[src/rtl/i2ct_pkg.sv]
package i2ct_pkg;
  localparam int BYTE_W = 8;
  localparam int CNT_W  = 4;
  localparam logic [CNT_W-1:0] BITS_PER_BYTE = 4'd8;

  localparam logic [BYTE_W-1:0] GC_CMD_RESET  = 8'h06;
  localparam logic [BYTE_W-1:0] GC_CMD_RELOAD = 8'h04;
  localparam logic [4:0]        HDR10_TAG     = 5'b11110;
  localparam logic [4:0]        RSVD_HI_TAG   = 5'b11111;

  typedef enum logic [2:0] {
    ST_IDLE, ST_RX, ST_ACK, ST_TX, ST_TXACK, ST_HOLD
  } eng_state_t;

  typedef enum logic [1:0] {
    BK_ADDR, BK_ADDR10, BK_GCCMD, BK_DATA
  } byte_kind_t;

  typedef enum logic [2:0] {
    AC_NONE, AC_OWN7, AC_GCALL, AC_HDR10, AC_RSVD
  } addr_class_t;
endpackage

[src/rtl/i2ct_line_sync.sv]
module i2ct_line_sync #(
  parameter int STAGES = 2
) (
  input  logic clk,
  input  logic rst_n,
  input  logic scl_i,
  input  logic sda_i,
  output logic scl_lvl,
  output logic sda_lvl,
  output logic scl_rise,
  output logic scl_fall,
  output logic start_det,
  output logic stop_det
);
  logic [STAGES-1:0] scl_ff, sda_ff;
  logic scl_p, sda_p;

  // idle bus is high, so the chain resets to 1
  always_ff @(posedge clk or negedge rst_n) begin
    if (!rst_n) begin
      scl_ff <= '1;
      sda_ff <= '1;
      scl_p  <= 1'b1;
      sda_p  <= 1'b1;
    end else begin
      scl_ff <= {scl_ff[STAGES-2:0], scl_i};
      sda_ff <= {sda_ff[STAGES-2:0], sda_i};
      scl_p  <= scl_ff[STAGES-1];
      sda_p  <= sda_ff[STAGES-1];
    end
  end

  assign scl_lvl   = scl_ff[STAGES-1];
  assign sda_lvl   = sda_ff[STAGES-1];
  assign scl_rise  = scl_lvl & ~scl_p;
  assign scl_fall  = ~scl_lvl & scl_p;
  assign start_det = scl_lvl & scl_p & sda_p & ~sda_lvl;
  assign stop_det  = scl_lvl & scl_p & ~sda_p & sda_lvl;
endmodule

[src/rtl/i2ct_addr_class.sv]
module i2ct_addr_class
  import i2ct_pkg::*;
(
  input  logic [BYTE_W-1:0] first_byte,
  input  logic [6:0]        own7,
  output addr_class_t       cls
);
  logic [6:0] a7;
  logic       rd;

  assign a7 = first_byte[7:1];
  assign rd = first_byte[0];

  // reserved checks come before the own-address compare
  always_comb begin
    if (a7 == 7'd0 && !rd)              cls = AC_GCALL;
    else if (a7[6:3] == 4'd0)           cls = AC_RSVD;
    else if (a7[6:2] == RSVD_HI_TAG)    cls = AC_RSVD;
    else if (a7[6:2] == HDR10_TAG)      cls = AC_HDR10;
    else if (a7 == own7)                cls = AC_OWN7;
    else                                cls = AC_NONE;
  end
endmodule

[src/rtl/i2ct_engine.sv]
module i2ct_engine
  import i2ct_pkg::*;
(
  input  logic              clk,
  input  logic              rst_n,
  input  logic              sda_lvl,
  input  logic              scl_rise,
  input  logic              scl_fall,
  input  logic              start_det,
  input  logic              stop_det,
  input  logic [6:0]        own7,
  input  logic [9:0]        own10,
  input  logic [BYTE_W-1:0] tx_data,
  output logic              sda_low,
  output logic [BYTE_W-1:0] rx_data,
  output logic              rx_valid,
  output logic              tx_taken,
  output logic              gc_reset,
  output logic              reload
);
  eng_state_t        state_q, state_n, after_q, after_n;
  byte_kind_t        kind_q, kind_n;
  logic [CNT_W-1:0]  bitcnt_q, bitcnt_n;
  logic [BYTE_W-1:0] shreg_q, shreg_n, txsh_q, txsh_n, rxd_q, rxd_n;
  logic drive_q, drive_n, hi_ok_q, hi_ok_n, tsel_q, tsel_n, mack_q, mack_n;
  logic rxv_q, rxv_n, txt_q, txt_n, gcr_q, gcr_n, rld_q, rld_n;
  logic ack_go, hi_match;
  addr_class_t cls;

  i2ct_addr_class u_cls (.first_byte(shreg_q), .own7(own7), .cls(cls));

  assign hi_match = (shreg_q[2:1] == own10[9:8]);

  always_comb begin
    state_n  = state_q;   after_n = after_q;   kind_n = kind_q;
    bitcnt_n = bitcnt_q;  shreg_n = shreg_q;   txsh_n = txsh_q;
    rxd_n    = rxd_q;     drive_n = drive_q;   hi_ok_n = hi_ok_q;
    tsel_n   = tsel_q;    mack_n  = mack_q;
    rxv_n = 1'b0; txt_n = 1'b0; gcr_n = 1'b0; rld_n = 1'b0;
    ack_go = 1'b0;
    if (stop_det) begin
      state_n = ST_IDLE; drive_n = 1'b0; tsel_n = 1'b0;
    end else if (start_det) begin
      state_n = ST_RX; kind_n = BK_ADDR; bitcnt_n = '0; drive_n = 1'b0;
    end else begin
      case (state_q)
        ST_RX: begin
          if (scl_rise) begin
            shreg_n  = {shreg_q[BYTE_W-2:0], sda_lvl};
            bitcnt_n = bitcnt_q + 1'b1;
          end else if (scl_fall && bitcnt_q == BITS_PER_BYTE) begin
            after_n = ST_RX;
            case (kind_q)
              BK_ADDR: begin
                case (cls)
                  AC_OWN7: begin
                    ack_go = 1'b1; kind_n = BK_DATA;
                    after_n = shreg_q[0] ? ST_TX : ST_RX;
                  end
                  AC_GCALL: begin ack_go = 1'b1; kind_n = BK_GCCMD; end
                  AC_HDR10: begin
                    if (!shreg_q[0]) begin
                      ack_go = 1'b1; kind_n = BK_ADDR10; hi_ok_n = hi_match;
                    end else if (tsel_q && hi_match) begin
                      ack_go = 1'b1; kind_n = BK_DATA; after_n = ST_TX;
                    end
                  end
                  default: ack_go = 1'b0;
                endcase
              end
              BK_ADDR10: begin
                if (hi_ok_q && shreg_q == own10[7:0]) begin
                  ack_go = 1'b1; kind_n = BK_DATA; tsel_n = 1'b1;
                end
              end
              BK_GCCMD: begin
                after_n = ST_HOLD;
                if (shreg_q == GC_CMD_RESET) begin
                  ack_go = 1'b1; gcr_n = 1'b1; rld_n = 1'b1;
                end else if (shreg_q == GC_CMD_RELOAD) begin
                  ack_go = 1'b1; rld_n = 1'b1;
                end
              end
              default: begin
                ack_go = 1'b1; rxv_n = 1'b1; rxd_n = shreg_q;
              end
            endcase
            state_n = ack_go ? ST_ACK : ST_HOLD;
            drive_n = ack_go;
          end
        end
        ST_ACK: begin
          if (scl_fall) begin
            drive_n = 1'b0; bitcnt_n = '0; state_n = after_q;
            if (after_q == ST_TX) begin
              txsh_n = tx_data; drive_n = ~tx_data[BYTE_W-1]; txt_n = 1'b1;
            end
          end
        end
        ST_TX: begin
          if (scl_rise) begin
            bitcnt_n = bitcnt_q + 1'b1;
          end else if (scl_fall) begin
            if (bitcnt_q == BITS_PER_BYTE) begin
              drive_n = 1'b0; state_n = ST_TXACK;
            end else begin
              txsh_n  = {txsh_q[BYTE_W-2:0], 1'b0};
              drive_n = ~txsh_q[BYTE_W-2];
            end
          end
        end
        ST_TXACK: begin
          if (scl_rise) begin
            mack_n = ~sda_lvl;
          end else if (scl_fall) begin
            if (mack_q) begin
              state_n = ST_TX; bitcnt_n = '0; txsh_n = tx_data;
              drive_n = ~tx_data[BYTE_W-1]; txt_n = 1'b1;
            end else begin
              state_n = ST_HOLD;
            end
          end
        end
        default: ;
      endcase
    end
  end

  always_ff @(posedge clk or negedge rst_n) begin
    if (!rst_n) begin
      state_q <= ST_IDLE;  after_q <= ST_IDLE;  kind_q <= BK_ADDR;
      bitcnt_q <= '0;      shreg_q <= '0;       txsh_q <= '0;
      rxd_q <= '0;         drive_q <= 1'b0;     hi_ok_q <= 1'b0;
      tsel_q <= 1'b0;      mack_q <= 1'b0;
      rxv_q <= 1'b0; txt_q <= 1'b0; gcr_q <= 1'b0; rld_q <= 1'b0;
    end else begin
      state_q <= state_n;  after_q <= after_n;  kind_q <= kind_n;
      bitcnt_q <= bitcnt_n; shreg_q <= shreg_n; txsh_q <= txsh_n;
      rxd_q <= rxd_n;      drive_q <= drive_n;  hi_ok_q <= hi_ok_n;
      tsel_q <= tsel_n;    mack_q <= mack_n;
      rxv_q <= rxv_n; txt_q <= txt_n; gcr_q <= gcr_n; rld_q <= rld_n;
    end
  end

  assign sda_low  = drive_q;
  assign rx_data  = rxd_q;
  assign rx_valid = rxv_q;
  assign tx_taken = txt_q;
  assign gc_reset = gcr_q;
  assign reload   = rld_q;
endmodule

[src/rtl/i2c_target_core.sv]
module i2c_target_core
  import i2ct_pkg::*;
#(
  parameter logic [6:0] ADDR7       = 7'h3A,
  parameter logic [9:0] ADDR10      = 10'h2B6,
  parameter int         PIN_W       = 2,
  parameter int         SYNC_STAGES = 2
) (
  input  logic              clk,
  input  logic              rst_n,
  input  logic              scl_i,
  input  logic              sda_i,
  input  logic [PIN_W-1:0]  addr_pins,
  output logic              sda_drive_low,
  output logic [BYTE_W-1:0] rx_data,
  output logic              rx_valid,
  input  logic [BYTE_W-1:0] tx_data,
  output logic              tx_taken,
  output logic              gc_reset
);
  logic scl_lvl, sda_lvl, scl_rise, scl_fall, start_det, stop_det;
  logic reload, pin_ok_q, pin_load;
  logic [PIN_W-1:0] pin_q;
  logic [6:0] own7;
  logic [9:0] own10;

  i2ct_line_sync #(.STAGES(SYNC_STAGES)) u_sync (
    .clk(clk), .rst_n(rst_n), .scl_i(scl_i), .sda_i(sda_i),
    .scl_lvl(scl_lvl), .sda_lvl(sda_lvl), .scl_rise(scl_rise),
    .scl_fall(scl_fall), .start_det(start_det), .stop_det(stop_det)
  );

  // pins are captured on the first cycle after reset and on each reload
  assign pin_load = !pin_ok_q || reload;

  always_ff @(posedge clk or negedge rst_n) begin
    if (!rst_n) begin
      pin_q    <= '0;
      pin_ok_q <= 1'b0;
    end else if (pin_load) begin
      pin_q    <= addr_pins;
      pin_ok_q <= 1'b1;
    end
  end

  assign own7  = {ADDR7[6:PIN_W], pin_q};
  assign own10 = {ADDR10[9:PIN_W], pin_q};

  i2ct_engine u_eng (
    .clk(clk), .rst_n(rst_n), .sda_lvl(sda_lvl), .scl_rise(scl_rise),
    .scl_fall(scl_fall), .start_det(start_det), .stop_det(stop_det),
    .own7(own7), .own10(own10), .tx_data(tx_data),
    .sda_low(sda_drive_low), .rx_data(rx_data), .rx_valid(rx_valid),
    .tx_taken(tx_taken), .gc_reset(gc_reset), .reload(reload)
  );
endmodule

[config.mk]
export PLATFORM = sky130hd
export DESIGN_NAME = i2c_target_core
export DESIGN_NICKNAME = d
export VERILOG_FILES = /design/src/rtl/i2ct_pkg.sv /design/src/rtl/i2ct_line_sync.sv /design/src/rtl/i2ct_addr_class.sv /design/src/rtl/i2ct_engine.sv /design/src/rtl/i2c_target_core.sv
export SDC_FILE = /design/constraint.sdc
export NUM_CORES = 1
export LEC_CHECK = 0
export ABC_AREA = 1
export CORE_ASPECT_RATIO = 0.8
export CORE_MARGIN = 10
export CORE_UTILIZATION = 36
export CTS_CLUSTER_SIZE = 16
export DETAILED_ROUTE_END_ITERATION = 16
export GPL_TIMING_DRIVEN = 0
export PLACE_DENSITY = 0.6
export SYNTH_ARGS = -nofsm -noshare
export SYNTH_HDL_FRONTEND = slang
export SYNTH_SLANG_ARGS = --single-unit
export TNS_END_PERCENT = 1
[constraint.sdc]
create_clock -name clk -period 3.76 [get_ports clk]
set_input_delay 0.564 -clock clk [delete_from_list [all_inputs] [get_ports clk]]
set_output_delay 0.564 -clock clk [all_outputs]
set_load 0.05 [all_outputs]
==> results of run 1 <==
kinds of logic (layout without fill, tap and decap cells):
logic type,after synthesis,count (layout)
buf+inv,47,81
flops,52,52
compound gates,49,49
fa+ha+maj,2,2
other cells,1,1
mux,6,6
simple gates,171,171
xor+xnor,2,2
placed cells by master (no fill, tap or decap), drive strengths merged:
cell type / n
clkdlybuf4s50: 24
clkinv: 1
buf: 7
conb: 1
inv: 41
bufinv: 1
a21oi: 6
ha: 2
nor2: 38
o21ai: 39
xor2: 1
nor3: 11
xnor2: 1
clkbuf: 7
nand2: 94
o211ai: 1
nand3: 18
a211oi: 2
nand4: 9
mux2i: 6
a31oi: 1
dfstp: 6
nor3b: 1
dfrtp: 46
per-layer routing:
metal	track usage, %	up-vias	share of wire (%)
met5	0	-	0
met1	15.3	1030	54
met4	2.88	0	1.1
met2	15.4	39	41
met3	2.70	7	4.2
li1	-	1131	-
flip-flops by register name (all words and copies together), names as in the netlist, 3 cells and up:
name,cells
u_eng.rx_data,8
u_eng.state_q,3
u_eng.shreg_q,8
u_eng.txsh_q,7
u_eng.bitcnt_q,4
u_eng.after_q,3
worst paths after layout:
kind | slack [ps] | end
setup / recovery | 1720 | rx_data[2]
hold reg to reg | 360 | u_sync.sda_ff[1]$_DFF_PN1_
setup reg to reg | 1900 | u_eng.rx_data[7]$_DFFE_PN0P_
hold / removal | 260 | u_eng.shreg_q[7]$_DFFE_PN0P_
max in group asynchronous | 2860 | u_sync.scl_p$_DFF_PN1_
min in group clk | 360 | u_sync.sda_ff[1]$_DFF_PN1_
area by class of cell:
| type | count | area [sq um] | share of cell area (%) |
|---|---|---|---|
| flip-flops and latches | 52 | 1310 | 40.4 |
| inverters | 41 | 156 | 4.83 |
| repair buffers | 26 | 265 | 8.20 |
| clock buffers | 6 | 72.6 | 2.24 |
| multi-input cells | 231 | 1220 | 37.7 |
| clock inverters | 2 | 35.0 | 1.08 |
| plain buffers | 6 | 47.5 | 1.47 |
| well taps | 105 | 131 | 4.06 |
power breakdown:
group | switching (mW) | internal (mW)
Sequential | 0.0736 | 0.651
Clock | 0.188 | 0.198
Combinational | 0.479 | 0.276
==> reports/results.tsv, run 1 <==
stage	metric	value	unit
routing	routed len/inst	12.5	um
cells_and_area	area grow syn2layout	18.5	%
floorplan	Die W	117	um
synthesis	synthesized instance count	330	
placed_design	hpwl dp	4550	um
clocking	Sink Count	52	
routing	DR DRC count	0	
cells_and_area	n_diodes	0	
cells_and_area	final cell count without fillers	469	
synthesis	Compound-Gate Fraction of Synth Area	10.8	%
worst_hold_path	worst min path class	primary input to async pin	
placed_design	DP Worst Slack	1870	ps
clocking	# H-tree levels	2	
setup_path	CP top delay family	buffers and inverters	
synthesis	syn nets	346	
sta	worst rel slew slack	57.9	%
routing	Avg Vias per Cell	4.71	
cells_and_area	fillcell total	731	
synthesis	top post-synthesis cells by count	83 x nand2_1, 46 x dfrtp_1, 31 x nor2_1	
grt	pin count of the biggest net entering global routing	28	
grt	grt ovf	0	
synthesis	post-synthesis xor/xnor area fraction	0.641	%
setup_path	WP data arrival	1470	ps
synthesis	largest family of logic cells by synthesized area	simple AND/OR/NAND/NOR gates	
setup_path	Critical Path, Cell by Cell	clkdlybuf4s50_1	
synthesis	Synth Area in Simple Gates	29.9	%
setup_path	critical path peak fanout	2	
routing	Initial DRT Pass Iterations	4	
synthesis	top post-synthesis cells by area	dfrtp_1 42%, nand2_1 11%, dfstp_2 5.8%, nor2_1 4.3%, inv_1 3.8%	
cells_and_area	Layout Nets	379	
pwr	leakage power	1.45	nW
routing	Routed WL	5880	um
sta	Final Hold Vio Count	0	
clocking	Root Driver	clkbuf_8	
synthesis	number of library cell types mapped by synthesis	35	
floorplan	Cell Rows	28	
clocking	Setup Fix Bufs, Post-CTS	0	
synthesis	Mapped Area	2730	sq um
cells_and_area	layout cell share with drive strength beyond 1	18.1	%
run_status	status	finished, final reports clean	
pwr	PnR Total Power	1.87	mW
setup_path	CP max stage cell	clkdlybuf4s50_1	
sta	unrepaired setup endpoints after global routing	no	
pwr	IR drop worst, VDD	307	uV
synthesis	count leader, synth	nand2_1	
clocking	Reg clk slew, reported paths	100	ps
synthesis	Post-synth top flop	dfrtp_1	
setup_path	worst r2r path cells	10	
sta	post-route clock period utilization	54.2	%
cells_and_area	fin util	43.8	%
floorplan	Initial Utilization	36.9	%
synthesis	post-synthesis mux area share	2.20	%
sta	Clock Skews	12.6	ps
pwr	Pwr Density	576	nW/um^2
placed_design	Inst Count DP	461	
grt	gr usage total	10.7	%
setup_path	Reg-to-Reg Start	u_eng.bitcnt_q[0]$_DFFE_PN0P_	
synthesis	post-synthesis sequential area ratio	47.9	%
cells_and_area	cell area after layout	3240	sq um
sta	Final WS setup	1720	ps
sta	Final Setup Violations	0	
synthesis	Post-synth ARST share	100	%
synthesis	Yosys reg bits	52	
setup_path	kind of start point of the critical path	register	
grt	first-pass GRT wire length	10500	um
run	Max-Cap Viols	0	
placed_design	number of port buffers	25	
synthesis	Synth Warn #	0	
clocking	CTS Buf Count	5	
routing	Antenna Nets Post-Route	0	
floorplan	Core ar.	7390	sq um
clocking	CTS tree	built	
clocking	Clk Latency, worst-skew pair	310	ps
setup_path	CP required	3200	ps
clocking	# hold bufs at CTS	0	
setup_path	CP startpoint	u_eng.rx_data[2]$_DFFE_PN0P_	
sta	Final Max Slew Viols	0	
placed_design	Placed Area	3130	sq um
clocking	CTS-repair resized insts	0	
synthesis	area leader, netlist	dfrtp_1	
clocking	Longest Clk Path Bufs	2	
grt	vias in the first global route	2161	
setup_path	endpoint type of the worst setup path	primary output	
sta	Hold Slack	262	ps
setup_path	CP Buf/Inv Count	1	
sta	Worst Tran Pin Value	632	ps
floorplan	Die H	97.9	um
synthesis	average cell area after synthesis	8.28	sq um
floorplan	DIE AREA	11500	sq um
setup_path	CP max stage delay	800	ps
floorplan	I/O Pins	26	
setup_path	critical path depth	1	
synthesis	Synth top area share	42.1	%
routing	Via Count	2207	
synthesis	post-synthesis share of cell area spent on full adders, half adders and majority gates	0.916	%
grt	initial antenna violation count	0	
synthesis	Post-synth EDFFs	0	
placed_design	Final Wtd Congestion	0.858	
sta	crit path time final	2040	ps
sta	TNS Setup	0	ps
setup_path	crit path kind	register to primary output	
routing	initial DRC count	121	
sta	fmax	0.491	GHz
No activity file was read; power rests on OpenSTA's default activity.
==> inputs of run 2 (changes only) <==
==> constraint.sdc (replaced) <==
create_clock -name clk -period 2 [get_ports clk]
set_input_delay 0.3 -clock clk [delete_from_list [all_inputs] [get_ports clk]]
set_output_delay 0.3 -clock clk [all_outputs]
set_load 0.05 [all_outputs]
==> run 2 against run 1 <==
  * The flow now finishes with violations (negative hold slack)
  * Clock power rose by 87%
  * Design area increased by 0.50%
  * Count of clock-buffer cells in the layout is the same
  * Sequential power is 88% higher
  * Power rose by 88%
  * Final cell count is the same
  * Wire length is 0.48% lower
  * Worst setup slack worse by 1500 ps
  * Sequential share of layout area down 0.20 points
  * Die area unchanged
  * Via count is 0.18% lower
  * Critical endpoint unchanged
  * Largest power group unchanged
==> reports/results.tsv, run 2 (same netlist as run 1, synthesis figures left out) <==
stage	metric	value	unit
setup_path	endpoint type of the worst setup path	primary output	
grt	grt ovf	0	
cells_and_area	fillcell total	728	
cells_and_area	Reg area	1310	sq um
cells_and_area	fin util	44.0	%
routing	Via Count	2203	
pwr	PnR Total Power	3.51	mW
run_status	failing checks	negative hold slack	
pwr	Pwr Density	1080	nW/um^2
setup_path	kind of start point of the critical path	register	
sta	Worst Tran Pin Value	629	ps
floorplan	Core ar.	7390	sq um
placed_design	Inst Count DP	461	
routing	Routed WL	5850	um
placed_design	Placed Area	3130	sq um
cells_and_area	area grow syn2layout	19.1	%
floorplan	Cell Rows	28	
sta	Clock Skews	12.1	ps
cells_and_area	layout cell share with drive strength beyond 1	19.2	%
routing	DR DRC count	0	
setup_path	critical path peak fanout	2	
floorplan	I/O Pins	26	
sta	Final Max Slew Viols	0	
clocking	Longest Clk Path Bufs	2	
sta	Final WS setup	228	ps
cells_and_area	multi-input logic area	1230	sq um
routing	routed len/inst	12.5	um
run	Max-Cap Viols	0	
sta	Final Hold Vio Count	3	
pwr	leakage power	1.47	nW
floorplan	Die H	97.9	um
cells_and_area	Layout Nets	379	
setup_path	WP data arrival	1470	ps
sta	fmax	0.564	GHz
floorplan	DIE AREA	11500	sq um
clocking	CTS tree	built	
sta	worst rel slew slack	58.1	%
sta	crit path time final	1770	ps
setup_path	crit path kind	register to primary output	
setup_path	CP max stage cell	clkdlybuf4s50_1	
grt	first-pass GRT wire length	10500	um
placed_design	hpwl dp	4550	um
clocking	CTS Buf Count	5	
sta	Hold Slack	-0.606	ps
floorplan	Die W	117	um
setup_path	CP required	1700	ps
pwr	IR drop worst, VDD	577	uV
setup_path	Critical Path, Cell by Cell	clkdlybuf4s50_1	
setup_path	CP Buf/Inv Count	1	
sta	unrepaired setup endpoints after global routing	no	
placed_design	DP Worst Slack	107	ps
cells_and_area	commonest non-fill, non-tap cell in the layout	nand2_1	
routing	Avg Vias per Cell	4.70	
cells_and_area	cell area after layout	3250	sq um
routing	Antenna Nets Post-Route	0	
placed_design	number of port buffers	25	
grt	vias in the first global route	2161	
clocking	Root Driver	clkbuf_8	
sta	Final Setup Violations	0	
clocking	Sink Count	52	
clocking	# H-tree levels	2	
sta	TNS Setup	0	ps
grt	initial antenna violation count	0	
placed_design	Final Wtd Congestion	0.858	
cells_and_area	n_diodes	0	
worst_hold_path	worst min path class	primary input to async pin	
run_status	status	finished with violations	
grt	pin count of the biggest net entering global routing	28	
clocking	Reg clk slew, reported paths	100	ps
floorplan	Initial Utilization	36.9	%
grt	gr usage total	10.7	%
setup_path	CP top delay family	buffers and inverters	
cells_and_area	most frequent cells in the layout	82 x nand2_1, 46 x dfrtp_1, 28 x inv_1, 28 x nor2_1, 24 x clkdlybuf4s50_1	
cells_and_area	final cell count without fillers	469	
sta	post-route clock period utilization	88.6	%
setup_path	CP max stage delay	800	ps
clocking	Clk Latency, worst-skew pair	310	ps
routing	Initial DRT Pass Iterations	4	
routing	initial DRC count	114	
run 2: worst paths after layout:
path	start	endpoint	slack, ps	depth (start not counted)
max reg2reg	u_eng.bitcnt_q[0]$_DFFE_PN0P_	u_eng.rx_data[7]$_DFFE_PN0P_	250	10
min	rst_n	u_eng.shreg_q[7]$_DFFE_PN0P_	-0.6	1
max in group asynchronous	rst_n	u_sync.scl_p$_DFF_PN1_	1370	2
min reg2reg	u_sync.sda_ff[0]$_DFF_PN1_	u_sync.sda_ff[1]$_DFF_PN1_	360	0
max	u_eng.rx_data[2]$_DFFE_PN0P_	rx_data[2]	230	1
min in group clk	u_sync.sda_ff[0]$_DFF_PN1_	u_sync.sda_ff[1]$_DFF_PN1_	360	0
run 2: layer usage:
metal | part of all wire, % | vias to the layer above | GRT usage, % | wire [um]
li1 | - | 1133 | - | -
met1 | 55 | 1027 | 15.3 | 3190
met2 | 41 | 39 | 15.4 | 2400
met3 | 3.7 | 4 | 2.70 | 215
met4 | 0.79 | 0 | 2.88 | 46
met5 | 0 | - | 0 | 0
run 2: area by class of cell:
class	instances	share of cell area, %
buffer	6	1.46
clock buffer	6	2.23
clock inverter	2	1.08
inverter	41	4.81
multi-input combinational	231	38.0
sequential	52	40.2
tap	105	4.04
timing repair buffer	26	8.16
run 2: repair_timing:
item                                    in CTS  in global routing
hold buffers                                 0                  0
setup buffers                                0                  0
endpoints found under the setup margin       0                 10
gates resized for setup                      0                  5
run 2: power by group:
group	switching (mW)	internal [mW]
registers	0.140	1.22
clock network	0.351	0.372
logic	0.905	0.520
total	1.40	2.12
==> inputs of run 3 (changes only) <==
--- a/config.mk
+++ b/config.mk
@@ -11,6 +11,7 @@
 export CORE_UTILIZATION = 36
 export CTS_CLUSTER_SIZE = 16
 export DETAILED_ROUTE_END_ITERATION = 16
+export GPL_ROUTABILITY_DRIVEN = 0
 export GPL_TIMING_DRIVEN = 0
 export PLACE_DENSITY = 0.6
 export SYNTH_ARGS = -nofsm -noshare
==> results of run 3 <==
Final layout, timing and power as in run 2 (identical DEF).
